$ cat src/rtl/mbist_pkg.sv
package mbist_pkg;

    typedef enum logic [2:0] {
        ALG_CKBD   = 3'd0,
        ALG_COLS   = 3'd1,
        ALG_ROWS   = 3'd2,
        ALG_SOLID  = 3'd3,
        ALG_RW     = 3'd4,
        ALG_RWR    = 3'd5,
        ALG_MARCHC = 3'd6,
        ALG_NONE   = 3'd7
    } alg_e;

    typedef enum logic [1:0] {
        S_IDLE  = 2'd0,
        S_RUN   = 2'd1,
        S_DRAIN = 2'd2,
        S_DONE  = 2'd3
    } state_e;

    // One memory operation inside a march element.
    typedef struct packed {
        logic rd;
        logic wr;
        logic inv;   // use the inverted background
    } op_t;

    // One march element: up to three operations per address.
    typedef struct packed {
        logic [1:0] last_op;
        logic       down;
        op_t        op2;
        op_t        op1;
        op_t        op0;
    } elem_t;

    localparam op_t OP_NONE = '{rd: 1'b0, wr: 1'b0, inv: 1'b0};
    localparam op_t OP_R    = '{rd: 1'b1, wr: 1'b0, inv: 1'b0};
    localparam op_t OP_RB   = '{rd: 1'b1, wr: 1'b0, inv: 1'b1};
    localparam op_t OP_W    = '{rd: 1'b0, wr: 1'b1, inv: 1'b0};
    localparam op_t OP_WB   = '{rd: 1'b0, wr: 1'b1, inv: 1'b1};

    function automatic elem_t mk_elem(input logic down, input logic [1:0] last,
                                      input op_t a, input op_t b, input op_t c);
        elem_t e;
        e.last_op = last;
        e.down    = down;
        e.op0     = a;
        e.op1     = b;
        e.op2     = c;
        return e;
    endfunction

    function automatic op_t pick_op(input elem_t e, input logic [1:0] i);
        case (i)
            2'd0:    return e.op0;
            2'd1:    return e.op1;
            default: return e.op2;
        endcase
    endfunction

    function automatic logic is_scan(input alg_e a);
        return (a == ALG_CKBD) || (a == ALG_COLS) || (a == ALG_ROWS) || (a == ALG_SOLID);
    endfunction

    function automatic elem_t elem_of(input alg_e a, input logic [2:0] e);
        if (is_scan(a)) begin
            case (e)
                3'd0:    return mk_elem(1'b0, 2'd0, OP_W,  OP_NONE, OP_NONE);
                3'd1:    return mk_elem(1'b0, 2'd0, OP_R,  OP_NONE, OP_NONE);
                3'd2:    return mk_elem(1'b0, 2'd0, OP_WB, OP_NONE, OP_NONE);
                default: return mk_elem(1'b0, 2'd0, OP_RB, OP_NONE, OP_NONE);
            endcase
        end else if (a == ALG_RW) begin
            case (e)
                3'd0:    return mk_elem(1'b0, 2'd0, OP_W,  OP_NONE, OP_NONE);
                3'd1:    return mk_elem(1'b0, 2'd1, OP_R,  OP_WB,   OP_NONE);
                3'd2:    return mk_elem(1'b1, 2'd1, OP_RB, OP_W,    OP_NONE);
                default: return mk_elem(1'b0, 2'd0, OP_R,  OP_NONE, OP_NONE);
            endcase
        end else if (a == ALG_RWR) begin
            case (e)
                3'd0:    return mk_elem(1'b0, 2'd0, OP_W,  OP_NONE, OP_NONE);
                3'd1:    return mk_elem(1'b0, 2'd2, OP_R,  OP_WB,   OP_RB);
                3'd2:    return mk_elem(1'b1, 2'd2, OP_RB, OP_W,    OP_R);
                default: return mk_elem(1'b0, 2'd0, OP_R,  OP_NONE, OP_NONE);
            endcase
        end else begin
            case (e)
                3'd0:    return mk_elem(1'b0, 2'd0, OP_W,  OP_NONE, OP_NONE);
                3'd1:    return mk_elem(1'b0, 2'd2, OP_R,  OP_WB,   OP_RB);
                3'd2:    return mk_elem(1'b0, 2'd2, OP_RB, OP_W,    OP_R);
                3'd3:    return mk_elem(1'b1, 2'd2, OP_R,  OP_WB,   OP_RB);
                3'd4:    return mk_elem(1'b1, 2'd2, OP_RB, OP_W,    OP_R);
                default: return mk_elem(1'b1, 2'd0, OP_R,  OP_NONE, OP_NONE);
            endcase
        end
    endfunction

    function automatic logic [2:0] final_elem(input alg_e a);
        return (a == ALG_MARCHC) ? 3'd5 : 3'd3;
    endfunction

    // Address-dependent background inversion.
    function automatic logic bg_flip(input alg_e a, input logic r0, input logic c0);
        case (a)
            ALG_CKBD: return r0 ^ c0;
            ALG_COLS: return c0;
            ALG_ROWS: return r0;
            default:  return 1'b0;
        endcase
    endfunction

    function automatic logic code_ok(input logic [5:0] s);
        return (s[5:4] == 2'b00) && (s[2:0] != 3'd7);
    endfunction

endpackage

$ cat src/rtl/mbist_addr.sv
module mbist_addr #(
    parameter int ROW_BITS = 2,
    parameter int COL_BITS = 2
) (
    input  logic                clk,
    input  logic                rst,
    input  logic                load,
    input  logic                load_down,
    input  logic                step,
    input  logic                dir_down,
    input  logic                col_fast,
    output logic [ROW_BITS-1:0] row,
    output logic [COL_BITS-1:0] col,
    output logic                at_end
);
    localparam int ADDR_W = ROW_BITS + COL_BITS;

    logic [ADDR_W-1:0] pos_q;

    always_ff @(posedge clk) begin
        if (rst) begin
            pos_q <= '0;
        end else if (load) begin
            pos_q <= load_down ? '1 : '0;
        end else if (step) begin
            pos_q <= dir_down ? pos_q - 1'b1 : pos_q + 1'b1;
        end
    end

    always_comb begin
        if (col_fast) begin
            row = pos_q[ROW_BITS-1:0];
            col = pos_q[ADDR_W-1:ROW_BITS];
        end else begin
            col = pos_q[COL_BITS-1:0];
            row = pos_q[ADDR_W-1:COL_BITS];
        end
        at_end = dir_down ? (pos_q == '0) : (pos_q == '1);
    end
endmodule

$ cat src/rtl/mbist_seq.sv
module mbist_seq
    import mbist_pkg::*;
(
    input  logic       clk,
    input  logic       rst,
    input  logic       start,
    input  logic [5:0] sel,
    input  logic       at_end,
    output logic       launch,
    output logic       accept,
    output logic       issue,
    output op_t        op,
    output logic       load,
    output logic       load_down,
    output logic       step,
    output logic       dir_down,
    output alg_e       alg,
    output logic       col_fast,
    output logic       busy,
    output logic       done
);
    state_e     state_q;
    logic [2:0] elem_q;
    logic [1:0] opi_q;
    elem_t      cur, nxt;
    logic       last_op, elem_end, run_end;

    always_comb begin
        cur       = elem_of(alg, elem_q);
        nxt       = elem_of(alg, elem_q + 3'd1);
        issue     = (state_q == S_RUN);
        op        = issue ? pick_op(cur, opi_q) : OP_NONE;
        last_op   = (opi_q == cur.last_op);
        elem_end  = issue && last_op && at_end;
        run_end   = elem_end && (elem_q == final_elem(alg));
        launch    = start && ((state_q == S_IDLE) || (state_q == S_DONE));
        accept    = launch && code_ok(sel);
        load      = accept || (elem_end && !run_end);
        load_down = accept ? 1'b0 : nxt.down;
        step      = issue && last_op && !at_end;
        dir_down  = cur.down;
        busy      = (state_q == S_RUN) || (state_q == S_DRAIN);
        done      = (state_q == S_DONE);
    end

    always_ff @(posedge clk) begin
        if (rst) begin
            state_q  <= S_IDLE;
            elem_q   <= '0;
            opi_q    <= '0;
            alg      <= ALG_SOLID;
            col_fast <= 1'b0;
        end else begin
            case (state_q)
                S_RUN: begin
                    if (!last_op) begin
                        opi_q <= opi_q + 2'd1;
                    end else begin
                        opi_q <= '0;
                        if (run_end) begin
                            state_q <= S_DRAIN;
                        end else if (elem_end) begin
                            elem_q <= elem_q + 3'd1;
                        end
                    end
                end
                S_DRAIN: state_q <= S_DONE;
                default: begin
                    if (accept) begin
                        state_q  <= S_RUN;
                        alg      <= alg_e'(sel[2:0]);
                        col_fast <= sel[3];
                        elem_q   <= '0;
                        opi_q    <= '0;
                    end else if (launch) begin
                        state_q <= S_DONE;
                    end
                end
            endcase
        end
    end
endmodule

$ cat src/rtl/mbist_cmp.sv
module mbist_cmp #(
    parameter int ADDR_W = 4,
    parameter int DATA_W = 8
) (
    input  logic              clk,
    input  logic              rst,
    input  logic              clear,
    input  logic              rd_issue,
    input  logic [ADDR_W-1:0] rd_addr,
    input  logic [DATA_W-1:0] rd_expect,
    input  logic [DATA_W-1:0] rdata,
    output logic              fail,
    output logic [ADDR_W-1:0] fail_addr,
    output logic [DATA_W-1:0] fail_expected
);
    logic              chk_q;
    logic [ADDR_W-1:0] addr_q;
    logic [DATA_W-1:0] exp_q;

    always_ff @(posedge clk) begin
        if (rst) begin
            chk_q  <= 1'b0;
            addr_q <= '0;
            exp_q  <= '0;
        end else begin
            chk_q  <= rd_issue;
            addr_q <= rd_addr;
            exp_q  <= rd_expect;
        end
    end

    always_ff @(posedge clk) begin
        if (rst || clear) begin
            fail          <= 1'b0;
            fail_addr     <= '0;
            fail_expected <= '0;
        end else if (chk_q && !fail && (rdata != exp_q)) begin
            fail          <= 1'b1;
            fail_addr     <= addr_q;
            fail_expected <= exp_q;
        end
    end
endmodule

$ cat src/rtl/mbist_engine.sv
module mbist_engine
    import mbist_pkg::*;
#(
    parameter int ROW_BITS = 2,
    parameter int COL_BITS = 2,
    parameter int DATA_W   = 8
) (
    input  logic                         clk,
    input  logic                         rst,
    input  logic                         start,
    input  logic [5:0]                   pattern_sel,
    input  logic [3:0]                   seed,
    output logic [ROW_BITS+COL_BITS-1:0] mem_addr,
    output logic                         mem_we,
    output logic                         mem_re,
    output logic [DATA_W-1:0]            mem_wdata,
    input  logic [DATA_W-1:0]            mem_rdata,
    output logic                         busy,
    output logic                         done,
    output logic                         fail,
    output logic [ROW_BITS+COL_BITS-1:0] fail_addr,
    output logic [DATA_W-1:0]            fail_expected
);
    localparam int ADDR_W = ROW_BITS + COL_BITS;
    localparam int REP    = DATA_W / 4;

    logic                launch, accept, issue, load, load_down, step, dir_down, col_fast, at_end;
    op_t                 op;
    alg_e                alg;
    logic [ROW_BITS-1:0] row;
    logic [COL_BITS-1:0] col;
    logic [3:0]          seed_q;
    logic [DATA_W-1:0]   word;

    mbist_seq i_seq (
        .clk      (clk),
        .rst      (rst),
        .start    (start),
        .sel      (pattern_sel),
        .at_end   (at_end),
        .launch   (launch),
        .accept   (accept),
        .issue    (issue),
        .op       (op),
        .load     (load),
        .load_down(load_down),
        .step     (step),
        .dir_down (dir_down),
        .alg      (alg),
        .col_fast (col_fast),
        .busy     (busy),
        .done     (done)
    );

    mbist_addr #(.ROW_BITS(ROW_BITS), .COL_BITS(COL_BITS)) i_addr (
        .clk      (clk),
        .rst      (rst),
        .load     (load),
        .load_down(load_down),
        .step     (step),
        .dir_down (dir_down),
        .col_fast (col_fast),
        .row      (row),
        .col      (col),
        .at_end   (at_end)
    );

    always_ff @(posedge clk) begin
        if (rst) begin
            seed_q <= '0;
        end else if (accept) begin
            seed_q <= seed;
        end
    end

    always_comb begin
        word      = {REP{seed_q}} ^ {DATA_W{bg_flip(alg, row[0], col[0]) ^ op.inv}};
        mem_addr  = {row, col};
        mem_we    = issue && op.wr;
        mem_re    = issue && op.rd;
        mem_wdata = word;
    end

    mbist_cmp #(.ADDR_W(ADDR_W), .DATA_W(DATA_W)) i_cmp (
        .clk          (clk),
        .rst          (rst),
        .clear        (launch),
        .rd_issue     (mem_re),
        .rd_addr      (mem_addr),
        .rd_expect    (word),
        .rdata        (mem_rdata),
        .fail         (fail),
        .fail_addr    (fail_addr),
        .fail_expected(fail_expected)
    );
endmodule

$ cat config.mk
export PLATFORM = sky130hd
export DESIGN_NAME = mbist_engine
export DESIGN_NICKNAME = d
export VERILOG_FILES = /design/src/rtl/mbist_pkg.sv /design/src/rtl/mbist_addr.sv /design/src/rtl/mbist_seq.sv /design/src/rtl/mbist_cmp.sv /design/src/rtl/mbist_engine.sv
export SDC_FILE = /design/constraint.sdc
export NUM_CORES = 1
export LEC_CHECK = 0
export BUFFER_PORTS_ARGS = -buffer_cell sky130_fd_sc_hd__buf_2
export CORE_ASPECT_RATIO = 0.6
export CORE_UTILIZATION = 35
export DETAILED_ROUTE_END_ITERATION = 6
export HOLD_SLACK_MARGIN = 0.03
export PLACE_DENSITY = 0.53
export SETUP_SLACK_MARGIN = 0.5
export SYNTH_ARGS = -nofsm -noshare
export SYNTH_HDL_FRONTEND = slang
export SYNTH_SLANG_ARGS = --single-unit
$ cat constraint.sdc
create_clock -name clk -period 3.7 [get_ports clk]
set_input_delay 0.185 -clock clk [delete_from_list [all_inputs] [get_ports clk]]
set_output_delay 0.185 -clock clk [all_outputs]
set_load 0.02 [all_outputs]
### Yosys cells after proc, flatten, opt, wreduce, memory -nomap -nowiden

Index checks and enable logic that the tools add are counted.

* flip-flop bits (word level): 45
* output and inout port bits: 29
* word-level logic and storage cells: 125

* muxes and demuxes: 39
* bitwise logic cells: 5
* reductions and logical operators: 37
* equality and inequality tests: 27
* add/sub/neg operators: 4

Operators by type and width (number)
* $pmux 10 s3: 2
* $pmux 12 s5: 1
* $pmux 10 s5: 1
* $mux 12: 3
* $pmux 12 s3: 1
* $pmux 11 s3: 1
* $mux 10: 3
* $eq 3x2->1 const B: 6
* $mux 3: 6
* $pmux 3 s3: 2
* $mux 2: 8
* $mux 4: 4
* $eq 3x3->1 const B: 5
* $logic_and 1x1->1: 12
* $pmux 3 s2: 2
* $eq 3x1->1 const B: 3
* $logic_not 3->1: 3
* $ne 8x8->1: 1
* $pmux 2 s2: 2
* $xor 8x8->8: 1
* $logic_or 1x1->1: 7
* $logic_not 2->1: 3
* $ne 2x1->1 const B: 3
* $reduce_and 5->1: 1
* other kinds (22): 31

### Logic depth before layout (Yosys ltp)

* depth in word-level cells: 13
* mapped depth: 13
* depth with buffers taken out: 13

### Cells and area by module

A second synthesis with hierarchy kept.

* cells, all modules: 308
* area, all modules: 2710.1 µm²

By module, submodules not included
* mbist_seq: instances 1, seq. area each 220.2 µm², area each 1072.3 µm², cells each 136
* mbist_cmp: instances 1, seq. area each 520.5 µm², area each 943.4 µm², cells each 93
* mbist_addr: instances 1, seq. area each 80.1 µm², area each 384.1 µm², cells each 47
* mbist_engine: instances 1, seq. area each 80.1 µm², area each 310.3 µm², cells each 32

### Least setup slack after synthesis

Ideal clock, no wire load.

* kind: reg2reg
* start point: reg i_seq.elem_q[0]
* end point: reg i_addr.pos_q[3]
* library setup time: 95 ps
* slack: 874 ps
* path buffers: 0
* data arrival time: 2731 ps
* period minus slack after synthesis: 2826 ps
* required time: 3605 ps
* cell stages (with the launch flop): 14
* path through: dfxtp_1 -> inv_1 -> ha_1 -> nor3_2 -> o41ai_4 -> a2bb2oi_4 -> inv_1 -> ha_1 -> a21o_1 -> a21oi_1 -> xnor2_1 -> xnor2_1 -> o211ai_1 -> a221oi_1

* cells in the longest elaborated chain, start to end: 13
* elaborated cells on any way between the ends: 40
* those cells by class: add/sub: 1; eq/ne: 10; mux: 18; reduce/logical: 11

RTL lines
* start, declared: line mbist_seq.sv:23 `logic [2:0] elem_q;`
* start signal, assigned: line mbist_seq.sv:63 `elem_q <= elem_q + 3'd1;`
* branches (longest 13 deep; another with $add 3x1->3)
* end signal, assigned: line mbist_addr.sv:24 `pos_q <= load_down ? '1 : '0;`
* end signal, assigned: line mbist_addr.sv:26 `pos_q <= dir_down ? pos_q - 1'b1 : pos_q + 1'b1;`
* end, declared: line mbist_addr.sv:18 `logic [ADDR_W-1:0] pos_q;`

Parallel ways; which one is timed is not known. The select of a mux whose other input is x is not followed.
A chain may end at the register's enable or synchronous reset.

### Final worst setup path

* start point: reg i_seq.elem_q[1]
* end point: reg i_addr.pos_q[3]

Same word-level chain as after synthesis.

==> results.cfg <==
[outcome]
status = finished clean

[setup_path]
path_class = reg2reg
required_ns = 3.89
worstReg2RegEnd = i_addr.pos_q[3]
crit_path_start_kind = register
r2r_setup_slack_ns = 0.69
r2r_cells = 13
cp.arrival_ns = 3.21
path_max_fanout = 7
endpoint_kind = register
rr_startpoint = i_seq.elem_q[1]

[logic_synthesis]
synthSimpleGateAreaFrac_pct = 22.1
synth_top_family_by_area = simple AND/OR/NAND/NOR gates
synth_xor_area_share_pct = 4.88
synthFlopType = dfxtp_1
synth_common_cells = dfxtp_1 (37), nor2_1 (28), nand2_1 (27)
syn-cell-area_sq_um = 2560
synth-edff-count = 0
ys_warn_count = 0
synth_adder_area_share_pct = 8.10
ys_seq_area_share_pct = 28.9
synth_compound_area_share_pct = 20.7
syn-num-nets = 328
synth-seq-cells = 37
post_synth_mux_area_share_pct = 7.37
syn_inst = 291
synth_cell_types = 60
yosysTopAreaCell = dfxtp_1
synth_area_per_cell_sq_um = 8.81
yosys-top-cells-area = dfxtp_1 (29%), ha_1 (7.3%), a21oi_1 (4.3%), mux2i_1 (4.3%), nor2_1 (4.1%)
yosysTopAreaCellShare_pct = 28.9
async_flop_share_pct = 0
yosysMostFrequentCell = dfxtp_1

[sta]
hold_viol = 0
slew_headroom_pct = 59.7
rsz0062_at_grt = no
setup_viol_count_final = 0
tns_ns = 0
min_period_ns = 3.01
slew_viol_final = 0
skew_ns = 0.00660
tightest_slew_ns = 0.604
finalCritPeriodShare_pct = 81.4
max_freq_mhz = 332

[route]
drt_drc_violations_left = 0
totalWireLength_um = 6250
wl_per_cell_um = 15.1
highest_layer = met4
first_iter_violations = 109
vias = 2106
drt-met1-wl_um = 3580
antenna_left = 0
wl_met2_um = 2200
via_per_inst = 5.09
first_pass_iters = 4
dr_wl_met3_um = 398

[final_layout]
n_antenna_cell = 0
syn_to_final_growth_pct = 15.0
final_core_util_pct = 42.9
nNetsFinal = 364
layout-drive-gt1-share_pct = 26.6

[global_routing]
grt_pass1_wl_um = 9850
antenna_found_initial = 0
grt_max_degree = 32
grt_pass1_vias = 1867
grt_use_total_pct = 17.4
grt.overflow.total = 0

[worst_hold_path]
holdCritPathClass = in2reg
whs_endpoint = seed_q[0]
hold_depth = 3
min_from = seed[0]

[power_and_ir_drop]
p_seq_share_pct = 34.2
power_frac_clock_pct = 28.1
powerDensity_nw_per_um2 = 512
max-vdd-ir-drop_uv = 232
share_comb_of_total_power_pct = 37.7
switchingPower_uw = 559
p_int_uw = 950
p_leak_nw = 1.38
sw_frac_of_total_pct = 37.1

[clock_network]
cts-hold-fix-buffers = 0
clk_latency_ns = 0.29
clock-sinks = 37
h-tree-depth = 2
cts_buffer_depth = 2
cts_tree = done
cts_made_buffers = 5
root_buffer = clkbuf_16
clkTransAtPathRegs_ns = 0.06

[floorplan]
die_w_um = 112
ios = 50
die_area_sq_um = 7680
initial_core_util_pct = 37.3
die_y_um = 68.3
fp-row-count = 23
core_region_area_sq_um = 6880

[place]
portBuffers = 49
gp_congestion = 0.861
dp_hpwl_um = 4780

[run]
drv_cap = 0
-- routing by layer --
layer  global-route usage [%]  vias to the layer above
met5                        0                        -
met4                     6.00                        0
met3                     4.69                        7
met2                     22.4                       52
met1                     26.8                      962
li1                         -                     1085
-- cell usage in the layout (no fill, tap or decap), drive strengths merged, types with 2 or more instances in the layout --
cell type,instances
mux2i,11
o21a,2
clkbuf,7
xnor3,4
nand4,3
ha,15
a221oi,4
a31oi,2
nand2b,5
a21oi,25
nor3,7
nor2,28
buf,52
a21o,2
nor2b,9
o21ai,12
o41ai,2
o21bai,2
nand2,27
nor3b,2
dfxtp,37
o211ai,6
or2,2
inv,16
o22ai,3
and3,6
nand3b,5
or3,3
xnor2,4
mux2,6
-- worst max path at each step --
stage | from | end | slack, ns | depth (start not counted)
2_1_floorplan | i_seq.elem_q[0] | i_addr.pos_q[3] | 0.87 | 13
3_3_place_gp | i_seq.elem_q[0] | i_addr.pos_q[3] | 0.65 | 13
3_5_place_dp | i_seq.elem_q[0] | i_addr.pos_q[3] | 0.55 | 13
4_1_cts | i_seq.elem_q[0] | i_addr.pos_q[3] | 0.52 | 13
5_1_grt | i_seq.elem_q[1] | i_addr.pos_q[3] | 0.52 | 13
6_report | i_seq.elem_q[1] | i_addr.pos_q[3] | 0.69 | 13
-- sequential cells by signal (all words and copies together) (netlist names), 3 cells and up --
name                 count
i_addr.pos_q             4
i_cmp.addr_q             4
i_cmp.exp_q              4
i_cmp.fail_addr          4
i_cmp.fail_expected      4
seed_q                   4
i_seq.alg                3
i_seq.elem_q             3
-- per-stage QoR --
stage	total power [mW]	worst slack, ns	std cells	area (sq um)	hold WS, ns
final	1.51	0.688	414	2950	0.135
after global placement	1.09	0.653	406	2790	0.431
after global routing	1.61	0.515	414	2950	0.147
after CTS	1.52	0.518	413	2930	0.128
after floorplan	0.948	0.874	291	2560	0.309
after detailed placement	1.09	0.549	406	2790	0.432
-- critical path, cell delays in order (launching register included) --
cell       delay (ns)
dfxtp_1          0.41
inv_1            0.19
ha_2             0.28
nor3_2           0.08
o41ai_4          0.34
a2bb2oi_4        0.26
inv_1            0.09
ha_1             0.28
a21o_1           0.18
a21oi_1          0.17
xnor2_1          0.15
xnor2_1          0.14
o211ai_1         0.11
a221oi_1         0.24
-- area by class of cell --
type | count | area, sq um
timing repair buffer | 52 | 268
fill | 704 | 3930
sequential | 37 | 742
multi-input combinational | 214 | 1620
clock buffer | 7 | 143
tap | 87 | 109
inverter | 17 | 67.6
-- cells by family (layout without fill, tap and decap cells) --
logic type / after synthesis / count (layout)
adder cells (fa/ha/maj): 16 / 16
flip-flops: 37 / 37
buffers and inverters: 40 / 76
AND/OR/NAND/NOR: 104 / 104
XOR/XNOR: 8 / 8
multiplexers: 17 / 17
AO/OA/AOI/OAI: 69 / 69
-- power groups by stage --
stage	Clock (mW)	Combinational, mW	Sequential, mW
3_5_place_dp	0	0.566	0.522
4_1_cts	0.436	0.568	0.513
6_report	0.424	0.569	0.516
3_3_place_gp	0	0.567	0.520
5_1_grt	0.455	0.628	0.523
2_1_floorplan	0	0.457	0.491
-- what timing repair did --
| item | in CTS | in global routing |
|---|---|---|
| setup endpoints to repair | 0 | 1 |
| resized for setup | 0 | 3 |
| setup buffers | 0 | 1 |
Power figures use the tool's default switching activity.
